<file path="config.mk">
export PLATFORM = sky130hd
export DESIGN_NAME = dvma_xlate
export DESIGN_NICKNAME = d
export VERILOG_FILES = /design/src/rtl/dvma_pkg.sv /design/src/rtl/dvma_regs.sv /design/src/rtl/dvma_window.sv /design/src/rtl/dvma_entry_eval.sv /design/src/rtl/dvma_walk.sv /design/src/rtl/dvma_xlate.sv
export SDC_FILE = /design/constraint.sdc
export NUM_CORES = 1
export LEC_CHECK = 0
export ABC_CLOCK_PERIOD_IN_PS = 4800
export BUFFER_PORTS_ARGS = -buffer_cell sky130_fd_sc_hd__buf_2
export CORE_MARGIN = 2
export CORE_UTILIZATION = 49
export CTS_CLUSTER_SIZE = 30
export DETAILED_ROUTE_END_ITERATION = 12
export PLACE_DENSITY = 0.81
export SYNTH_ARGS = -nofsm -noshare
export SYNTH_HDL_FRONTEND = slang
export SYNTH_SLANG_ARGS = --single-unit
</file>
<file path="constraint.sdc">
create_clock -name clk -period 4.8 [get_ports clk]
set_clock_uncertainty 0.1 [all_clocks]
set_input_delay 0.24 -clock clk [delete_from_list [all_inputs] [get_ports clk]]
set_output_delay 0.24 -clock clk [all_outputs]
set_load 0.02 [all_outputs]
</file>
<file path="src/rtl/dvma_pkg.sv">
package dvma_pkg;
  typedef enum logic [1:0] {
    FLT_NONE    = 2'd0,
    FLT_RANGE   = 2'd1,
    FLT_INVALID = 2'd2,
    FLT_NOWRITE = 2'd3
  } fault_e;

  typedef enum logic [1:0] {
    ST_IDLE  = 2'd0,
    ST_FETCH = 2'd1,
    ST_WAIT  = 2'd2,
    ST_RESP  = 2'd3
  } walk_state_e;

  localparam int unsigned ENT_VALID_BIT  = 63;
  localparam int unsigned ENT_STREAM_BIT = 60;
  localparam int unsigned ENT_CACHE_BIT  = 4;
  localparam int unsigned ENT_WRITE_BIT  = 1;
endpackage

</file>
<file path="src/rtl/dvma_regs.sv">
module dvma_regs #(
  parameter int unsigned DATA_W     = 64,
  parameter int unsigned MADDR_W    = 34,
  parameter int unsigned PAGE_SHIFT = 13,
  parameter int unsigned CODE_W     = 3,
  parameter int unsigned EN_BIT     = 0,
  parameter int unsigned CODE_LSB   = 16
) (
  input  logic               clk,
  input  logic               rst_n,
  input  logic               wr_en,
  input  logic               wr_sel,
  input  logic [DATA_W-1:0]  wr_data,
  output logic               ctl_en,
  output logic [CODE_W-1:0]  ctl_code,
  output logic [MADDR_W-1:0] tbl_base
);
  localparam int unsigned PPN_W = MADDR_W - PAGE_SHIFT;

  logic              en_q, en_d;
  logic [CODE_W-1:0] code_q, code_d;
  logic [PPN_W-1:0]  ppn_q, ppn_d;
  logic              ctl_we, base_we;
  logic              unused_wr_bits;

  always_comb begin
    ctl_we  = wr_en & ~wr_sel;
    base_we = wr_en & wr_sel;
    en_d    = wr_data[EN_BIT];
    code_d  = wr_data[CODE_LSB +: CODE_W];
    ppn_d   = wr_data[PAGE_SHIFT +: PPN_W];
  end

  always_ff @(posedge clk or negedge rst_n) begin
    if (!rst_n) begin
      en_q   <= 1'b0;
      code_q <= '0;
    end else if (ctl_we) begin
      en_q   <= en_d;
      code_q <= code_d;
    end
  end

  always_ff @(posedge clk or negedge rst_n) begin
    if (!rst_n) begin
      ppn_q <= '0;
    end else if (base_we) begin
      ppn_q <= ppn_d;
    end
  end

  assign ctl_en         = en_q;
  assign ctl_code       = code_q;
  assign tbl_base       = {ppn_q, {PAGE_SHIFT{1'b0}}};
  assign unused_wr_bits = ^wr_data;
endmodule

</file>
<file path="src/rtl/dvma_window.sv">
module dvma_window #(
  parameter int unsigned VA_W         = 32,
  parameter int unsigned MADDR_W      = 34,
  parameter int unsigned PAGE_SHIFT   = 13,
  parameter int unsigned CODE_W       = 3,
  parameter int unsigned MIN_WIN_LOG2 = 23,
  parameter int unsigned ENT_LOG2     = 3
) (
  input  logic [VA_W-1:0]    va,
  input  logic [CODE_W-1:0]  code,
  input  logic [MADDR_W-1:0] tbl_base,
  output logic               hit,
  output logic [MADDR_W-1:0] ent_addr
);
  localparam int unsigned SH_W  = $clog2(VA_W) + 1;
  localparam int unsigned IDX_W = VA_W - PAGE_SHIFT;

  logic [SH_W-1:0]  sh;
  logic [VA_W-1:0]  win_start;
  logic [VA_W-1:0]  offset;
  logic [IDX_W-1:0] idx;
  logic             unused_off;

  // The window always ends at the top of the address space; its start
  // moves down by one doubling per size-code step.
  always_comb begin
    sh        = SH_W'(MIN_WIN_LOG2) + SH_W'(code);
    win_start = {VA_W{1'b1}} << sh;
    hit       = (va >= win_start);
    offset    = va - win_start;
    idx       = offset[VA_W-1:PAGE_SHIFT];
    ent_addr  = tbl_base + (MADDR_W'(idx) << ENT_LOG2);
  end

  assign unused_off = ^offset[PAGE_SHIFT-1:0];
endmodule

</file>
<file path="src/rtl/dvma_entry_eval.sv">
module dvma_entry_eval
  import dvma_pkg::*;
#(
  parameter int unsigned ENT_W      = 64,
  parameter int unsigned PA_W       = 34,
  parameter int unsigned PAGE_SHIFT = 13
) (
  input  logic [ENT_W-1:0]      entry,
  input  logic                  is_write,
  input  logic [PAGE_SHIFT-1:0] page_off,
  output logic [1:0]            fault,
  output logic [PA_W-1:0]       pa,
  output logic                  cacheable,
  output logic                  stream
);
  logic unused_entry;

  always_comb begin
    fault     = FLT_NONE;
    pa        = '0;
    cacheable = 1'b0;
    stream    = 1'b0;
    if (!entry[ENT_VALID_BIT]) begin
      fault = FLT_INVALID;
    end else if (is_write && !entry[ENT_WRITE_BIT]) begin
      fault = FLT_NOWRITE;
    end else begin
      pa        = {entry[PA_W-1:PAGE_SHIFT], page_off};
      cacheable = entry[ENT_CACHE_BIT];
      stream    = entry[ENT_STREAM_BIT];
    end
  end

  assign unused_entry = ^entry;
endmodule

</file>
<file path="src/rtl/dvma_walk.sv">
module dvma_walk
  import dvma_pkg::*;
#(
  parameter int unsigned VA_W       = 32,
  parameter int unsigned PA_W       = 34,
  parameter int unsigned MADDR_W    = 34,
  parameter int unsigned ENT_W      = 64,
  parameter int unsigned PAGE_SHIFT = 13
) (
  input  logic               clk,
  input  logic               rst_n,
  input  logic               ctl_en,
  input  logic               win_hit,
  input  logic [MADDR_W-1:0] ent_addr,
  input  logic               req_valid,
  output logic               req_ready,
  input  logic [VA_W-1:0]    req_va,
  input  logic               req_write,
  output logic               rsp_valid,
  input  logic               rsp_ready,
  output logic [PA_W-1:0]    rsp_pa,
  output logic               rsp_cacheable,
  output logic               rsp_stream,
  output logic [1:0]         rsp_fault,
  output logic               mem_rd_valid,
  output logic [MADDR_W-1:0] mem_rd_addr,
  input  logic [ENT_W-1:0]   mem_rd_data,
  input  logic               mem_rd_dvalid
);
  walk_state_e             state_q, state_d;
  logic                    ld_req, ld_rsp;
  logic [PAGE_SHIFT-1:0]   off_q;
  logic                    wr_q;
  logic [MADDR_W-1:0]      addr_q;
  logic [PA_W-1:0]         pa_q, pa_d;
  logic                    c_q, c_d, s_q, s_d;
  logic [1:0]              flt_q, flt_d;
  logic [1:0]              ev_fault;
  logic [PA_W-1:0]         ev_pa;
  logic                    ev_c, ev_s;

  dvma_entry_eval #(
    .ENT_W(ENT_W), .PA_W(PA_W), .PAGE_SHIFT(PAGE_SHIFT)
  ) u_eval (
    .entry(mem_rd_data), .is_write(wr_q), .page_off(off_q),
    .fault(ev_fault), .pa(ev_pa), .cacheable(ev_c), .stream(ev_s)
  );

  always_comb begin
    state_d = state_q;
    ld_req  = 1'b0;
    ld_rsp  = 1'b0;
    pa_d    = '0;
    c_d     = 1'b0;
    s_d     = 1'b0;
    flt_d   = FLT_NONE;
    case (state_q)
      ST_IDLE: begin
        if (req_valid) begin
          ld_req = 1'b1;
          if (!ctl_en) begin
            state_d = ST_RESP;
            ld_rsp  = 1'b1;
            pa_d    = PA_W'(req_va);
          end else if (!win_hit) begin
            state_d = ST_RESP;
            ld_rsp  = 1'b1;
            flt_d   = FLT_RANGE;
          end else begin
            state_d = ST_FETCH;
          end
        end
      end
      ST_FETCH, ST_WAIT: begin
        if (mem_rd_dvalid) begin
          state_d = ST_RESP;
          ld_rsp  = 1'b1;
          pa_d    = ev_pa;
          c_d     = ev_c;
          s_d     = ev_s;
          flt_d   = ev_fault;
        end else begin
          state_d = ST_WAIT;
        end
      end
      ST_RESP: begin
        if (rsp_ready) state_d = ST_IDLE;
      end
      default: state_d = ST_IDLE;
    endcase
  end

  always_ff @(posedge clk or negedge rst_n) begin
    if (!rst_n) state_q <= ST_IDLE;
    else        state_q <= state_d;
  end

  always_ff @(posedge clk or negedge rst_n) begin
    if (!rst_n) begin
      off_q  <= '0;
      wr_q   <= 1'b0;
      addr_q <= '0;
    end else if (ld_req) begin
      off_q  <= req_va[PAGE_SHIFT-1:0];
      wr_q   <= req_write;
      addr_q <= ent_addr;
    end
  end

  always_ff @(posedge clk or negedge rst_n) begin
    if (!rst_n) begin
      pa_q  <= '0;
      c_q   <= 1'b0;
      s_q   <= 1'b0;
      flt_q <= FLT_NONE;
    end else if (ld_rsp) begin
      pa_q  <= pa_d;
      c_q   <= c_d;
      s_q   <= s_d;
      flt_q <= flt_d;
    end
  end

  assign req_ready     = (state_q == ST_IDLE);
  assign rsp_valid     = (state_q == ST_RESP);
  assign mem_rd_valid  = (state_q == ST_FETCH);
  assign mem_rd_addr   = addr_q;
  assign rsp_pa        = pa_q;
  assign rsp_cacheable = c_q;
  assign rsp_stream    = s_q;
  assign rsp_fault     = flt_q;

  // an accepted request closes the request port on the next cycle
  a_r9_accept_closes: assert property (@(posedge clk) disable iff (!rst_n)
    req_valid && req_ready |=> !req_ready);

  // a pending response does not change until taken
  a_r9_rsp_hold: assert property (@(posedge clk) disable iff (!rst_n)
    rsp_valid && !rsp_ready |=> rsp_valid && $stable(rsp_pa) &&
      $stable(rsp_fault) && $stable(rsp_cacheable) && $stable(rsp_stream));

  // the entry read is a single-cycle pulse
  a_r5_single_pulse: assert property (@(posedge clk) disable iff (!rst_n)
    mem_rd_valid |=> !mem_rd_valid);

  // any fault returns a cleared address and no attributes
  a_r6_fault_clears: assert property (@(posedge clk) disable iff (!rst_n)
    rsp_valid && (rsp_fault != FLT_NONE) |->
      (rsp_pa == '0) && !rsp_cacheable && !rsp_stream);

  // a response after a fetch needs the data strobe in the prior cycle
  a_r10_wait_data: assert property (@(posedge clk) disable iff (!rst_n)
    !req_ready && !rsp_valid && !mem_rd_dvalid |=> !rsp_valid);
endmodule

</file>
<file path="src/rtl/dvma_xlate.sv">
module dvma_xlate #(
  parameter int unsigned VA_W         = 32,
  parameter int unsigned PA_W         = 34,
  parameter int unsigned MADDR_W      = 34,
  parameter int unsigned ENT_W        = 64,
  parameter int unsigned CFG_W        = 64,
  parameter int unsigned PAGE_SHIFT   = 13,
  parameter int unsigned CODE_W       = 3,
  parameter int unsigned MIN_WIN_LOG2 = 23
) (
  input  logic               clk,
  input  logic               rst_n,
  input  logic               cfg_wr_en,
  input  logic               cfg_wr_sel,
  input  logic [CFG_W-1:0]   cfg_wr_data,
  input  logic               req_valid,
  output logic               req_ready,
  input  logic [VA_W-1:0]    req_va,
  input  logic               req_write,
  output logic               rsp_valid,
  input  logic               rsp_ready,
  output logic [PA_W-1:0]    rsp_pa,
  output logic               rsp_cacheable,
  output logic               rsp_stream,
  output logic [1:0]         rsp_fault,
  output logic               mem_rd_valid,
  output logic [MADDR_W-1:0] mem_rd_addr,
  input  logic [ENT_W-1:0]   mem_rd_data,
  input  logic               mem_rd_dvalid
);
  localparam int unsigned ENT_LOG2 = $clog2(ENT_W / 8);

  logic               rst_meta_n, rst_sync_n;
  logic               ctl_en;
  logic [CODE_W-1:0]  ctl_code;
  logic [MADDR_W-1:0] tbl_base;
  logic               win_hit;
  logic [MADDR_W-1:0] ent_addr;

  // Reset asserts at once and releases on a clock edge.
  always_ff @(posedge clk or negedge rst_n) begin
    if (!rst_n) begin
      rst_meta_n <= 1'b0;
      rst_sync_n <= 1'b0;
    end else begin
      rst_meta_n <= 1'b1;
      rst_sync_n <= rst_meta_n;
    end
  end

  dvma_regs #(
    .DATA_W(CFG_W), .MADDR_W(MADDR_W), .PAGE_SHIFT(PAGE_SHIFT), .CODE_W(CODE_W),
    .EN_BIT(0), .CODE_LSB(16)
  ) u_regs (
    .clk(clk), .rst_n(rst_sync_n), .wr_en(cfg_wr_en), .wr_sel(cfg_wr_sel),
    .wr_data(cfg_wr_data), .ctl_en(ctl_en), .ctl_code(ctl_code), .tbl_base(tbl_base)
  );

  dvma_window #(
    .VA_W(VA_W), .MADDR_W(MADDR_W), .PAGE_SHIFT(PAGE_SHIFT), .CODE_W(CODE_W),
    .MIN_WIN_LOG2(MIN_WIN_LOG2), .ENT_LOG2(ENT_LOG2)
  ) u_win (
    .va(req_va), .code(ctl_code), .tbl_base(tbl_base),
    .hit(win_hit), .ent_addr(ent_addr)
  );

  dvma_walk #(
    .VA_W(VA_W), .PA_W(PA_W), .MADDR_W(MADDR_W), .ENT_W(ENT_W), .PAGE_SHIFT(PAGE_SHIFT)
  ) u_walk (
    .clk(clk), .rst_n(rst_sync_n), .ctl_en(ctl_en), .win_hit(win_hit),
    .ent_addr(ent_addr), .req_valid(req_valid), .req_ready(req_ready),
    .req_va(req_va), .req_write(req_write), .rsp_valid(rsp_valid),
    .rsp_ready(rsp_ready), .rsp_pa(rsp_pa), .rsp_cacheable(rsp_cacheable),
    .rsp_stream(rsp_stream), .rsp_fault(rsp_fault), .mem_rd_valid(mem_rd_valid),
    .mem_rd_addr(mem_rd_addr), .mem_rd_data(mem_rd_data), .mem_rd_dvalid(mem_rd_dvalid)
  );

  // every entry read is aligned to the entry size
  a_r5_aligned_read: assert property (@(posedge clk) disable iff (!rst_sync_n)
    mem_rd_valid |-> (mem_rd_addr[ENT_LOG2-1:0] == '0));

  // no response and no read can appear without a request being taken
  a_r1_idle_quiet: assert property (@(posedge clk) disable iff (!rst_sync_n)
    req_ready && !req_valid |=> req_ready && !rsp_valid && !mem_rd_valid);
endmodule

</file>
==> results.txt, run 1 <==
- Post-Layout Inst Area: 7377 µm²
* DR iter-0 viols: 205
- Clock sink total: 112
* Clk Latency, worst-skew pair: 350 ps
- The die is 114.4 µm tall.
- Antenna diode instance count: 0
- 243 I/O pins were placed.
- Total number of nets in the final design: 945
- Max-slew violation count: 0
- Entering global routing, the biggest net connects 73 pins.
* Avg Cell Area, Syn: 10.34 µm²
- Clock Pin Slew Worst Setup and Hold Paths: 70 ps
* Worst hold margin: 11.51 ps
* Areal power density over the cells: 612.8 nW/µm²
- The root buffer cell chosen for the clock tree is clkbuf_16.
- Fmax: 218.1 MHz
- The worst path needs 4585 ps of the cycle, external delays included.
- Registers take 2806 µm².
* Relative slew margins: 36.98%
- Fraction of final layout cells sized beyond drive strength 1: 37.62%
- Kind of path behind the tightest hold check: in -> reg
- Fillers: 974
- Summing the areas of all compound-gate instances in the mapped netlist gives 18.36% of the synthesized area.
- After synthesis, the largest family of logic cells by area is compound AO/OA/AOI/OAI gates.
* Stage delay of the slowest cell on the critical path: 360 ps
- Cells after synthesis: 578
- Measured on the finished design, the core utilization comes to 61.67%.
- Number of antenna violations at the first check in global routing: 1
- Summed over its instances, the top area cell type makes up 46.89% of the synthesized netlist area.
- Nature of the critical path startpoint: register
- Post-Synth XOR/XNOR Area: 4.689%
* Primary flip-flop cell chosen by synthesis mapping: dfrtp_1
- The Yosys step of the flow raised 0 warnings.
- Wirelength, routed: 14570 µm
- At the pin with the least slew margin, the transition time is 943.0 ps.
* Total die area: 13100 µm²
- TritonCTS clock tree: yes
* Die Width: 114.4 µm
* Final antenna-violating net count: 0
- The count of buffers added on input and output ports is 158.
- After detailed placement, the total cell area comes to 6908 µm².
- Across the run, the number of max-cap violations was 0.
- Counting along the longest clock path gives a buffer depth of 2.
- Startpoint of the worst register-to-register path: u_regs.ctl_code[1]$_DFFE_PN0P_
- For this design, the slowest cell found on the critical path is dfrtp_1.
* Sequential share of the synthesized area: 46.89%
- The initialized floorplan defines 40 standard-cell rows.
- Via total after detailed routing: 4891
- The critical path in this run is classified as reg -> reg.
- Of the total synthesized cell area, the portion taken by AND, OR, NAND and NOR gates is 10.89%.
* Final period util: 95.52%
* HPWL after detailed placement: 10740 µm
* Share of cell area taken by muxes after synthesis: 7.725%
- Synth Cell Area: 5977 µm²
- Required time of the critical path: 4940 ps
- Library cell appearing most often on the critical path: buf_4
- Overall fraction of global-route tracks in use: 22.64%
- Number of distinct library cells after synthesis: 57
- Area Growth Syn to Fin: 23.42%
- Worst EP arrival: 4720 ps
- The first global-routing pass estimated 23290 µm of wire.
- The most critical setup path has its startpoint at u_regs.ctl_code[1]$_DFFE_PN0P_.
- Core Box Area: 11960 µm²
- For this run, asynchronously set or reset flops after synthesis account for 100.0%.
* Setup Total Neg Slack: 0 ps
* Number of cells on the worst hold path: 2
- The worst hold path begins at mem_rd_data[4].
* Worst vdd rail ir drop: 348.2 µV
* Detailed-route wire length per cell: 16.29 µm
* Top cells by area, synth: dfrtp_1, mux2_2, ha_1, nand2_1, o21ai_0
* Leakage power total: 3.566 nW
* First-pass DRT Iterations: 5
- Placer Congestion: 0.8619
- Leading area contributor after synthesis: dfrtp_1
- Final routed DRC violation total: 0
- Initial Util: 49.97%
* Result of the run: finished clean
* Total overflow reported by the global router: 0
- The final hold violation count was 0.
- The clock tree synthesis step divided the H-tree into 3 levels.
- Number of synthesized flops with an enable pin: 0
- In the final layout, the multi-input gates occupy 3059 µm².
* FF+latch count, synth: 112
* Number of cells traversed by the worst register-to-register path: 26
* Ratio of routed vias to standard cells: 5.471
- Critical Path Fanout Max: 5
- Final setup violation count: 0
- The worst setup path is captured at a register.
* Area share of fa/ha/maj cells after synthesis: 7.452%
- Number of global-route vias before repair: 4852
- Clock buffer count from CTS: 9
## stage by stage
| stage | power, mW | setup WS (ps) | instances |
|---|---|---|---|
| after floorplan | 3.124 | 514.8 | 580 |
| after global placement | 3.651 | 137.6 | 868 |
| after detailed placement | 3.755 | -9.756 | 868 |
| after CTS | 4.492 | 23.84 | 887 |
| after global routing | 4.863 | -64.48 | 894 |
| final | 4.521 | 215.2 | 894 |
## cells in the final DEF (no fill, tap or decap), drive strengths merged, types with 4 or more instances in the layout
master    n
buf     176
dfrtp   112
nand2    85
o21ai    65
mux2     41
ha       34
a22oi    32
nor2     25
inv      23
a21oi    21
xnor2    16
xor2     16
clkbuf   13
nand3     8
o211ai    6
o21a      6
nor2b     5
nand2b    5
a22o      5
nor3      5
a31oi     5
a21o      4
conb      4
## Yosys cell counts (all sizes together) (4+ instances only)
cell      n
a22o      5
o21a      6
o21ai    65
xor2     16
ha       34
a21oi    21
nor2     25
nand2    85
o211ai    6
nor3      5
nor2b     5
xnor2    16
buf      11
a21o      4
dfrtp   112
inv      23
nand3     8
nand2b    5
a22oi    32
clkbuf   17
a31oi     5
mux2     41
## kinds of logic (layout without fill, tap and decap cells)
kind of cell	after synthesis	count (layout)
multiplexers	41	41
AO/OA/AOI/OAI	160	160
other	2	4
buffers and inverters	51	218
AND/OR/NAND/NOR	145	145
adder cells (fa/ha/maj)	35	35
XOR/XNOR	32	32
flip-flops	112	112
## cell type report
cell class / instances / area share (%)
flip-flops and latches: 112 / 38.04
multi-input cells: 417 / 41.47
repair buffers: 179 / 12.96
clock inverters: 3 / 0.2035
well taps: 147 / 2.493
clock buffers: 13 / 3.663
inverters: 23 / 1.170
## final timing paths
path                       slack [ps]                                  to
max                               220  u_walk.mem_rd_addr[33]$_DFFE_PN0P_
min in group asynchronous         100                rst_sync_n$_DFF_PN0_
min reg2reg                       260                rst_sync_n$_DFF_PN0_
min                                10    u_walk.rsp_cacheable$_DFFE_PN0P_
max in group asynchronous        3140  u_walk.mem_rd_addr[28]$_DFFE_PN0P_
max reg2reg                       220  u_walk.mem_rd_addr[33]$_DFFE_PN0P_
## where the power goes
part	internal, mW	total (mW)	switching [mW]
Sequential	1.33	1.55	0.224
Clock	0.393	0.720	0.327
Combinational	0.866	2.25	1.38
Total	2.59	4.52	1.94
## metal layers
metal	vias up	global-route usage [%]	wire (µm)
li1	2364	-	-
met2	128	39.13	7667
met3	28	3.864	633
met5	-	0	13
met4	2	9.593	339
met1	2369	27.96	5910
## what timing repair did
action	4_1_cts	5_1_grt
hold endpoints to repair	4	0
resized for setup	1	19
setup endpoints to repair	1	12
pin swaps	1	15
setup buffers	0	7
gates cloned	0	0
hold buffers	3	0
## registers in the layout (all words and copies together), names as in the netlist, 2 cells and up
name                flops
u_walk.mem_rd_addr     31
u_walk.state_q          2
u_walk.off_q           13
u_regs.ppn_q           21
u_regs.ctl_code         3
u_walk.rsp_pa          34
u_walk.rsp_fault        2
## worst max-delay path, delay by kind of cell (launching register included)
| family | cells | cell delay, ps |
|---|---|---|
| DFF | 1 | 360 |
| AOI/OAI and AO/OA | 11 | 1780 |
| buffers and inverters | 6 | 800 |
| xor gates and xnor gates | 1 | 210 |
| and+or+nand+nor | 6 | 650 |
| adders and majority gates | 2 | 580 |
No activity file was read; power rests on OpenSTA's default activity.
==> inputs of run 2 (changes only) <==
==> constraint.sdc (replaced) <==
create_clock -name clk -period 4.8 [get_ports clk]
set_clock_uncertainty 0.1 [all_clocks]
set_input_delay 0.48 -clock clk [delete_from_list [all_inputs] [get_ports clk]]
set_output_delay 0.48 -clock clk [all_outputs]
set_load 0.02 [all_outputs]
==> results.txt, run 2 (synthesis results as in run 1) <==
- DR iter-0 viols: 271
- Relative slew margins: 37.74%
- Wirelength, routed: 14710 µm
* Initial Util: 49.97%
* Total overflow reported by the global router: 0
- After routing the design area is 7366 µm².
- The floorplan step defined a die boundary enclosing 13100 µm².
- Number of rows in the core area: 40
- Clk Latency, worst-skew pair: 360 ps
* Max Root-Sink Buffers: 2
- Total number of nets in the final design: 939
- Count of buffers inserted at the top-level ports: 158
- After detailed routing, the average wire length per cell comes to 16.56 µm.
- Antenna diode instance count: 0
- From bottom edge to top edge, the die measures 114.4 µm.
- The routed layout has 4894 vias.
- The number of antenna violations at the first check in global routing came to 1.
- Final routed DRC violation total: 0
* Ratio of routed vias to standard cells: 5.511
- For this design the ratio of total power to cell area is 622.4 nW/µm².
* Nature of the critical path startpoint: register
* Time the worst path needs with I/O delays and setup: 4643 ps
- Placer Congestion: 0.8625
- The tool flagged a number of max-cap violations equal to 0.
- Actual slew at the worst max-slew pin: 931.6 ps
- Fraction of final layout cells sized beyond drive strength 1: 37.38%
* Number of flip-flops under the largest register name: 34
* Maximum number of pins on one net before global-route repair: 73
- In this run, CTS created clock tree buffers numbering 9.
* Setup Total Neg Slack: 0 ps
- Of the available clock period, the critical path in the final layout requires 96.74%.
* Overall fraction of global-route tracks in use: 22.69%
- Of all nets on the critical path, the largest fanout is 6.
- The total area inside the core boundary comes to 11960 µm².
* Fillers: 999
- CTS Root Cell: clkbuf_16
- Endpoint type of the worst setup path: register
* Post-place instance area: 6908 µm²
- Post-route total power: 4.584 mW
- Worst EP arrival: 4750 ps
- Area Growth Syn to Fin: 23.24%
- Clock Pin Slew Worst Setup and Hold Paths: 70 ps
* Final core occ: 61.58%
* Final setup violation count: 0
* Kind of path behind the tightest hold check: in -> reg
- Number of global-route vias before repair: 4818
* Fmax: 215.4 MHz
- For this design the static power due to leakage is 3.549 nW.
- Clock sink total: 112
- Leaving out fill and tap cells, the most frequent cell in the layout is buf_2.
- Once detailed placement completed, the half-perimeter wirelength came to 10810 µm.
- Worst Setup Path Type: reg -> reg
* Hold violation count in the final report: 0
- The detail route stage leaves a number of antenna-violating nets equal to 0.
- TritonCTS clock tree: yes
- Worst vdd rail ir drop: 388.1 µV
- The clock tree synthesis step divided the H-tree into 3 levels.
* First-pass GRT wire length: 23270 µm
- The floorplan step set the die width to 114.4 µm.
- Leaving out fill and tap cells, the most frequent cells in the layout are buf_2, dfrtp_1, nand2_1, o21ai_0, mux2_2.
* Required time of the critical path: 4910 ps
- The final max-slew violation count came to 0.
* First-pass DRT Iterations: 4
- 243 I/O pins were placed.
- Result of the run: finished clean
## run 2: critical path, stage by stage, from the launching register on
cell and delay, ps:
dfrtp_1 390, inv_1 80, ha_1 220, inv_1 90
ha_4 210, nor2_2 130, inv_1 60, ha_1 220
or3_1 410, o22ai_2 300, o21ai_4 110, buf_4 160
a41oi_2 220, o21bai_1 90, a21oi_1 180, xnor2_1 100
ha_1 320, o21a_1 170, a31oi_1 100, buf_4 170
nor4b_1 400, xnor2_1 170, o21ai_1 70
## run 2: cell type report
class	count	area [µm²]	area share (%)
Clock inverter	2	35.03	0.4756
Inverter	23	86.33	1.172
Timing Repair Buffer	173	905.9	12.30
Multi-Input combinational cell	417	3064	41.60
Sequential cell	112	2806	38.10
Clock buffer	14	284.0	3.856
Tap cell	147	183.9	2.497
## run 2: where the power goes
group,internal (mW),switching [mW]
sequential,1.33,0.226
combinational,0.854,1.38
clock,0.462,0.336
## run 2: metrics by stage
step	hold WS, ps	cells	worst slack (ps)
2_1_floorplan	84.41	580	514.8
3_3_place_gp	165.2	868	137.7
3_5_place_dp	167.9	868	-55.46
4_1_cts	234.6	885	-8.485
5_1_grt	252.3	888	-40.13
6_report	242.0	888	156.6
## run 2: final timing paths
check                                                from                                  to  slack (ps)  depth (start not counted)
setup / recovery           u_regs.ctl_code[0]$_DFFE_PN0P_  u_walk.mem_rd_addr[30]$_DFFE_PN0P_         160                         22
hold / removal                            mem_rd_data[33]       u_walk.rsp_pa[33]$_DFFE_PN0P_         240                          2
setup reg to reg           u_regs.ctl_code[0]$_DFFE_PN0P_  u_walk.mem_rd_addr[30]$_DFFE_PN0P_         160                         22
hold reg to reg                      rst_meta_n$_DFF_PN0_                rst_sync_n$_DFF_PN0_         270                          0
max in group asynchronous            rst_sync_n$_DFF_PN0_         u_regs.ppn_q[1]$_DFFE_PN0P_        3120                          1
min in group asynchronous                           rst_n                rst_sync_n$_DFF_PN0_         320                          2
## run 2: repair_timing
item | CTS | global route
hold buffers | 1 | 0
buffers inserted | 0 | 3
endpoints found under the hold margin | 2 | 0
gates resized for setup | 2 | 19
pin swaps | 0 | 15
setup endpoints to repair | 2 | 12
## run 2: routing by layer
metal | routed length [µm] | GRT usage [%]
met1 | 6135 | 28.40
met5 | 13 | 0
met3 | 576 | 3.176
met2 | 7533 | 38.58
met4 | 447 | 11.14
==> inputs of run 3 (changes only) <==
- ABC_CLOCK_PERIOD_IN_PS: 4800 -> 5950
- CORE_UTILIZATION: 49 -> 53
- PLACE_DENSITY: 0.81 -> 0.87
- clock period: 4.8 -> 5.95 ns (I/O delays scaled with it)
==> results.txt, run 3 (synthesis results as in run 1) <==
- Switching part of the total: 42.83%
* Overall die height: 110.2 µm
- Final antenna-violating net count: 0
- Uppermost signal routing layer after detailed routing: met4
* Kind of path behind the tightest hold check: reg -> async
* Setup Total Neg Slack: 0 ps
- Sequential cells account for 34.5% of the total power.
* Time the worst path needs with I/O delays and setup: 5215 ps
- Max-slew violation count: 0
- Area Growth Syn to Fin: 20.05%
- The routed design uses 7623 µm of met2 wire.
* Number of cells traversed by the worst register-to-register path: 22
* Worst hold margin: 259.9 ps
* Relative slew margins: 33.28%
- Final routed DRC violation total: 0
- The register with the most flip-flops in the layout has 34 of them.
- The total overflow left after global routing is 0.
- The floorplan step defined a die boundary enclosing 12140 µm².
* Actual slew at the worst max-slew pin: 1001 ps
* Setup Buffers After CTS: 0
- The library cell used most frequently in the layout, excluding fill and tap cells, is buf_2.
* Routed length on met1: 5788 µm
* Total number of nets in the final design: 930
* Detailed-routed wire length on met3: 566 µm
- The number of antenna violations at the first check in global routing was 1.
- After floorplanning, the core was divided into 38 placement rows.
* TritonCTS clock tree: yes
* Die Width: 110.2 µm
- Across all layers, the routed design uses 4917 vias.
- Setup repair after global routing left no endpoint under its margin.
- The worst-case IR drop observed on VDD is 295.7 µV.
* Final period util: 87.65%
- Placer Congestion: 0.8719
* Worst EP arrival: 5400 ps
* Non-filler instance count after layout: 873
- Library cell contributing the largest single delay on the critical path: fa_1
* CTS Root Cell: clkbuf_16
* Top Family by Delay on Critical Path: compound AO/OA/AOI/OAI gates
- Capture point of the worst reg-to-reg path: u_walk.mem_rd_addr[33]$_DFFE_PN0P_
- Number of resized instances in the post-cts repair step: 0
- Nature of the critical path startpoint: register
- Clock H-tree levels: 3
- Crit path cell chain: inv_1 > nand2_1 > nor2_1 > inv_1 > nor2_1 > nand2_1 > ha_1 > o21a_2 > o22ai_2 > o21ai_4 > nand3_1 > nand2_1 > xor2_1 > inv_1 > fa_1 > nor2b_1 > o21a_1 > o21ai_0 > a21oi_1 > o211ai_1 > o41ai_1 > a41o_1
- Post-Place Cells: 855
- Result of the run: finished clean
* # Max-Cap Violations: 0
- The post-route netlist has 34.43% of its cells at a drive strength greater than 1.
- The final hold violation count came to 0.
* Leakage power total: 3.479 nW
- The first routing iteration left 285 violations.
* Areal power density over the cells: 505.2 nW/µm²
- Proportion of power drawn by the clock network: 17.0%
- After detailed routing, the average wire length per cell comes to 16.59 µm.
- Entering global routing, the biggest net connects 73 pins.
- Clock buffer count from CTS: 9
- Endpoint type of the worst setup path: register
- Count of buffers inserted at the top-level ports: 158
- The clock net in this run drives a total of 112 sinks.
- STA puts the critical path data required time at 6130 ps.
- The number of global-route vias before repair was 4804.
* Fmax: 191.7 MHz
- Of all nets on the critical path, the largest fanout is 8.
* Register-to-Register Setup Slack: 730 ps
- Fill cells in the final layout number 854.
* Final setup violation count: 0
* IO Count: 243
- The worst register-to-register path begins at u_regs.ctl_code[2]$_DFFE_PN0P_.
- The initial utilization of the core area, before any placement, comes to 54.66%.
- Worst Setup Path Type: reg -> reg
- Wirelength, routed: 14480 µm
* HPWL after detailed placement: 11020 µm
* First-pass DRT Iterations: 5
- Clk Latency, worst-skew pair: 350 ps
* Internal portion of total power: 2.072 mW
* Net switching power figure: 1.552 mW
- Most used cells in the layout excluding fill and tap cells: buf_2, dfrtp_1, nand2_1, o21ai_0, mux2_2
- Buffers inserted to repair hold after CTS numbered 1.
- Max Root-Sink Buffers: 2
* Combinational power share: 48.5%
* Ratio of routed vias to standard cells: 5.632
- Clock Pin Slew Worst Setup and Hold Paths: 70 ps
- The core region is 10940 µm².
* Stage delay of the slowest cell on the critical path: 440 ps
* Crit path buf inv count: 3
- First-pass GRT wire length: 22760 µm
- Overall fraction of global-route tracks in use: 24.27%
-- run 3: cell count changes in the layout (fill, tap and decap cells not counted), moves of 3 or more --
cell,previous run,this run
a21oi_1,16,19
buf_4,14,5
clkinvlp_4,0,3
ha_1,29,34
ha_4,4,0
o21ai_0,48,51
o21ai_1,6,3
-- run 3: how the worst max path moves through the flow --
stage	start	to	slack, ps	cells after the start
final	u_regs.ctl_code[2]$_DFFE_PN0P_	u_walk.mem_rd_addr[33]$_DFFE_PN0P_	730	22
after global routing	u_regs.ctl_code[2]$_DFFE_PN0P_	u_walk.mem_rd_addr[33]$_DFFE_PN0P_	230	22
after CTS	u_regs.ctl_code[1]$_DFFE_PN0P_	u_walk.mem_rd_addr[33]$_DFFE_PN0P_	830	22
after detailed placement	u_regs.ctl_code[1]$_DFFE_PN0P_	u_walk.mem_rd_addr[33]$_DFFE_PN0P_	840	22
after global placement	u_regs.ctl_code[2]$_DFFE_PN0P_	u_walk.mem_rd_addr[33]$_DFFE_PN0P_	1060	22
after floorplan	u_regs.ctl_code[1]$_DFFE_PN0P_	u_walk.mem_rd_addr[33]$_DFFE_PN0P_	1660	22
-- run 3: layout make-up --
cell class              count  area [µm²]  share of cell area, %
clock inverters             4       52.55                 0.7323
multi-input cells         417        2958                  41.22
flip-flops and latches    112        2806                  39.11
diodes                      1       2.502                0.03487
repair buffers            164       838.3                  11.68
clock buffers              12       256.5                  3.575
well taps                 140       175.2                  2.441
inverters                  23       86.33                  1.203
-- run 3: power by group through the flow --
stage	clock, mW	combinational, mW	sequential (mW)
4_1_cts	0.630	1.77	1.25
3_5_place_dp	0	1.76	1.26
3_3_place_gp	0	1.69	1.24
2_1_floorplan	0	0.997	1.52
6_report	0.615	1.76	1.25
5_1_grt	0.664	1.94	1.29
-- run 3: per-stage QoR --
stage	worst slack (ps)	instance area, µm²	power, mW	util (%)
after floorplan	1665	5984	2.520	-
after global placement	1063	6854	2.925	62.68
after detailed placement	842.5	6854	3.024	62.68
after CTS	829.6	7173	3.650	65.60
after global routing	233.8	7173	3.895	65.60
final	734.7	7176	3.625	65.62
-- run 3: layer usage --
| metal | track usage [%] | vias to the layer above |
|---|---|---|
| li1 | - | 2343 |
| met1 | 29.05 | 2395 |
| met2 | 42.68 | 145 |
| met3 | 2.704 | 34 |
| met4 | 13.13 | 0 |
| met5 | 0 | - |
